`src/rtl/fshell_pkg.sv`:
```
package fshell_pkg;

  typedef enum logic [1:0] {
    CODE_FIRE       = 2'b00,
    CODE_LEFT_MISS  = 2'b01,
    CODE_RIGHT_MISS = 2'b10,
    CODE_WAIT_BOTH  = 2'b11
  } stallCode_e;

  localparam int SIDES = 2;

  typedef struct packed {
    logic             fire;
    logic [SIDES-1:0] take;
  } strobes_t;

endpackage

```
`src/rtl/fshell_ctrl.sv`:
```
module fshell_ctrl
  import fshell_pkg::*;
(
  input  logic             clk,
  input  logic             rst,
  input  logic [SIDES-1:0] inValid,
  input  logic             outReady,
  output logic [SIDES-1:0] inReady,
  output logic [SIDES-1:0] slotFull,
  output strobes_t         strb,
  output logic             active,
  output logic [1:0]       stallCode
);

  logic       fireNow;
  stallCode_e nextCode;

  assign fireNow = (&slotFull) && outReady;

  always_comb begin
    if (fireNow)                      nextCode = CODE_FIRE;
    else if (slotFull == 2'b00)       nextCode = CODE_WAIT_BOTH;
    else if (!slotFull[0])            nextCode = CODE_LEFT_MISS;
    else if (!slotFull[1])            nextCode = CODE_RIGHT_MISS;
    else                              nextCode = CODE_WAIT_BOTH;
  end

  for (genvar side = 0; side < SIDES; side++) begin : g_side
    assign inReady[side]  = !slotFull[side] || fireNow;
    assign strb.take[side] = inValid[side] && inReady[side];

    always_ff @(posedge clk) begin
      if (rst)                  slotFull[side] <= 1'b0;
      else if (strb.take[side]) slotFull[side] <= 1'b1;
      else if (fireNow)         slotFull[side] <= 1'b0;
    end

    a_r5_no_token_lost: assert property (@(posedge clk) disable iff (rst)
      (inValid[side] && !inReady[side]) |=> slotFull[side]);
  end

  assign strb.fire = fireNow;

  always_ff @(posedge clk) begin
    if (rst) begin
      active    <= 1'b0;
      stallCode <= CODE_WAIT_BOTH;
    end else begin
      active    <= fireNow;
      stallCode <= nextCode;
    end
  end

  a_r1_fire_needs_space: assert property (@(posedge clk) disable iff (rst)
    active |-> $past(outReady));

  a_r4_code_tracks_activity: assert property (@(posedge clk) disable iff (rst)
    active == (stallCode == CODE_FIRE));

endmodule

```
`src/rtl/fshell_dpath.sv`:
```
module fshell_dpath
  import fshell_pkg::*;
#(
  parameter int DATA_W = 8,
  localparam int OUT_W = DATA_W + 1
) (
  input  logic              clk,
  input  logic              rst,
  input  logic [DATA_W-1:0] leftData,
  input  logic [DATA_W-1:0] rightData,
  input  strobes_t          strb,
  input  logic [SIDES-1:0]  slotFull,
  output logic              outValid,
  output logic [OUT_W-1:0]  outData
);

  logic [DATA_W-1:0] slotData [SIDES];
  logic [DATA_W-1:0] inData   [SIDES];

  assign inData[0] = leftData;
  assign inData[1] = rightData;

  for (genvar side = 0; side < SIDES; side++) begin : g_slot
    always_ff @(posedge clk) begin
      if (rst)                  slotData[side] <= '0;
      else if (strb.take[side]) slotData[side] <= inData[side];
    end

    a_r5_held_data_stable: assert property (@(posedge clk) disable iff (rst)
      (slotFull[side] && !strb.fire) |=> $stable(slotData[side]));
  end

  always_ff @(posedge clk) begin
    if (rst) begin
      outValid <= 1'b0;
      outData  <= '0;
    end else begin
      outValid <= strb.fire;
      if (strb.fire)
        outData <= {1'b0, slotData[0]} + {1'b0, slotData[1]};
    end
  end

endmodule

```
`src/rtl/join_fire_shell.sv`:
```
module join_fire_shell
  import fshell_pkg::*;
#(
  parameter int DATA_W = 8,
  localparam int OUT_W = DATA_W + 1
) (
  input  logic              clk,
  input  logic              rst,
  input  logic              leftValid,
  input  logic [DATA_W-1:0] leftData,
  output logic              leftReady,
  input  logic              rightValid,
  input  logic [DATA_W-1:0] rightData,
  output logic              rightReady,
  input  logic              outReady,
  output logic              outValid,
  output logic [OUT_W-1:0]  outData,
  output logic              active,
  output logic [1:0]        stallCode
);

  strobes_t         strb;
  logic [SIDES-1:0] slotFull;
  logic [SIDES-1:0] inReady;

  fshell_ctrl u_ctrl (
    .clk       (clk),
    .rst       (rst),
    .inValid   ({rightValid, leftValid}),
    .outReady  (outReady),
    .inReady   (inReady),
    .slotFull  (slotFull),
    .strb      (strb),
    .active    (active),
    .stallCode (stallCode)
  );

  fshell_dpath #(.DATA_W(DATA_W)) u_dpath (
    .clk       (clk),
    .rst       (rst),
    .leftData  (leftData),
    .rightData (rightData),
    .strb      (strb),
    .slotFull  (slotFull),
    .outValid  (outValid),
    .outData   (outData)
  );

  assign leftReady  = inReady[0];
  assign rightReady = inReady[1];

  a_r2_pulse_per_fire: assert property (@(posedge clk) disable iff (rst)
    outValid == active);

endmodule

```
`config.mk`:
```
export PLATFORM = sky130hd
export DESIGN_NAME = join_fire_shell
export DESIGN_NICKNAME = d
export VERILOG_FILES = /design/src/rtl/fshell_pkg.sv /design/src/rtl/fshell_ctrl.sv /design/src/rtl/fshell_dpath.sv /design/src/rtl/join_fire_shell.sv
export SDC_FILE = /design/constraint.sdc
export NUM_CORES = 1
export LEC_CHECK = 0
export CAP_MARGIN = 20
export CELL_PAD_IN_SITES_DETAIL_PLACEMENT = 0
export CELL_PAD_IN_SITES_GLOBAL_PLACEMENT = 1
export CORE_MARGIN = 4
export CORE_UTILIZATION = 34
export DETAILED_ROUTE_END_ITERATION = 6
export GPL_ROUTABILITY_DRIVEN = 0
export PLACE_DENSITY = 0.69
export SLEW_MARGIN = 10
export SYNTH_ARGS = -nofsm -noshare
export SYNTH_HDL_FRONTEND = slang
export SYNTH_SLANG_ARGS = --single-unit
```
`constraint.sdc`:
```
create_clock -name clk -period 2.61 [get_ports clk]
set_clock_uncertainty 0.1 [all_clocks]
set_input_delay 0.783 -clock clk [delete_from_list [all_inputs] [get_ports clk]]
set_output_delay 0.783 -clock clk [all_outputs]
set_load 0.1 [all_outputs]
```
==> metrics <==
Crit. End Element=output port; endpoints failing hold=0; max-slew violation count=0; Worst VDD drop=0.000439 V; Top FF cell, synth=edfxtp_1; Cell Pwr Density=621 nW/um^2; # fillers=393; total track usage=12.4%; sequential cell area=761 um^2; fmax=0.392 GHz; Netlist cell types=32; gr ovfl total=0; startpoint types=input port; Multi-input gate area=622 um^2; clk_lat worst skew=0.28 ns; relative slew slack=75.0%; run status=completed; CTS tree=built; IO Port Bufs=35; worst setup path start=outReady; Final Power=0.00122 W; cell row count=23; Final Core Density=48.9%; post-synthesis async set-or-reset flop share=0%; share of Yosys cell area claimed by the top area cell type=33.8%; Iteration-0 DRC Markers=50; Tightest Pin Transition=0.374 ns; CP max stage cell=clkdlybuf4s50_1; required time worst endpoint=1.73 ns; Max Fanout on Critical Path=3; Via-to-Cell Ratio=4.78; CTS Sinks=30; Syn Nets=166; met2 Use GR=20.6%; number of global-route vias before repair=1,118; WS Path Type=input port to output port; Worst Path Arrival=1.67 ns; Worst path top cell family by delay=buffers and inverters; worst hold start=u_dpath.outData[3]; MaxCap Viol Count=0; Seq cells post-synth=30; initial antenna violation count=0; commonest cells in the netlist=16 x and2_1, 16 x edfxtp_1, 16 x nand2_1; clock transition at the registers of the reported paths=0.06 ns; final net count=211; critical path cell sequence=clkdlybuf4s50_1 -> nand2_1 -> nand2_2 -> buf_12; most used routing layer=met2; met1 Resource Use GR=14.3%; leading area contributor after synthesis=edfxtp_1; share of layout cells above drive strength 1=19.2%; core footprint=4030 um^2; EDFF count, synth=16; CTS Buf Count=5; Synth Area per Inst=10.5 um^2; Area growth syn-to-layout=38.5%; Starting Density=35.3%; static leakage=0.833 nW; YS warnings=0; Worst Hold Class=flop to flop; Die Y=72.7 um; mapped cell area=1420 um^2; routed wire length per instance=12.5 um; RSZ-0062 raised after global routing=false; Root Buffer=clkbuf_8; setup TNS=0 ns; first-pass GRT wire length=4970 um; pin count of the biggest net entering global routing=11; # setup viols final=0; hold buffer count at cts=0; Reg-to-Reg Start=u_dpath.slotData[1][0]; CP Buf/Inv Count=2; DRT antenna net count=0; Max stage delay on crit path=0.50 ns; Tmin final=2.55 ns; sequential share of the synthesized area=53.5%; leading cell types by total area after synthesis=edfxtp_1 34%, dfxtp_1 20%, and2_1 7.0%; die width=72.7 um; via count=1,110; DR pass1 iterations=4; I/O pin cnt=36; die area=5280 um^2; Setup WS pre-CTS=0.0336 ns; Final period util=97.8%; DPL Wire Length=2280 um; final WL=2900 um; clock tree buffer depth=2; Antenna Cells=0; met3 Usage GRT=4.82%; drc violations=0; final setup margin=0.0575 ns; htree depth=2; Post-Syn Instances=136
[cell usage in the layout, fill, tap and decap left out, types with 3 or more instances in the layout]
cell	instances
ha_1	8
nand3_1	5
clkbuf_8	5
inv_1	5
and3_1	4
edfxtp_1	16
buf_4	21
and2_1	16
clkdlybuf4s50_1	20
nand2_1	15
o21ai_0	5
dfxtp_1	14
a211oi_1	3
nor2_1	6
a21oi_1	11
[area by class of cell]
class | instances | share of cell area (%)
clock buffer | 5 | 3.49
multi-input combinational | 96 | 31.6
sequential | 30 | 38.6
clock inverter | 3 | 2.03
timing repair buffer | 43 | 20.2
tap | 50 | 3.17
inverter | 5 | 0.952
[repair_timing]
item                       in CTS  in global routing
setup buffers                   0                  0
setup endpoints to repair       0                  1
resized for setup               0                  1
[worst min-delay path: stages (launching register included)]
cell and delay [ns]:
dfxtp_1 0.31, nand2_1 0.05, a21oi_1 0.05
[final timing paths]
check / end / slack, ns / cells after the start
setup / recovery: leftReady / 0.06 / 4
hold / removal: u_dpath.outData[3] / 0.35 / 2
setup reg to reg: u_dpath.outData[8] / 0.46 / 6
hold reg to reg: u_dpath.outData[3] / 0.35 / 2
[power breakdown]
| group | switching (W) | internal (W) |
|---|---|---|
| clock network | 0.000174 | 0.000280 |
| logic | 0.000138 | 0.0000911 |
| registers | 0.0000140 | 0.000527 |
| total | 0.000326 | 0.000899 |
[sequential cells by signal, summed over array words and instances (netlist names)]
name              count
u_ctrl.active         1
u_ctrl.slotFull       2
u_ctrl.stallCode      2
u_dpath.outData       9
u_dpath.slotData     16
[metrics by stage]
step                      hold slack [ns]  area [um^2]  cells
after floorplan                     0.337         1420    136
after global placement              0.343         1860    224
after detailed placement            0.348         1860    224
after CTS                           0.358         1970    232
after global routing                0.380         1970    232
final                               0.354         1970    232
[cells by family (layout without fill, tap and decap cells)]
family	after synthesis	in the layout	share of synthesized area, %
xor gates and xnor gates	2	2	1.23
buffers and inverters	10	56	2.99
DFF	30	30	53.5
AOI/OAI and AO/OA	30	30	13.5
and+or+nand+nor	55	55	20.3
adders and majority gates	9	9	8.44
[routing by layer]
metal  share of wire (%)  up-vias
met5                   0        -
met4                 1.9        0
met3                 6.1        6
met2                  49       27
met1                  43      495
li1                    -      582
Note: power is estimated with default switching activity, not from simulation.
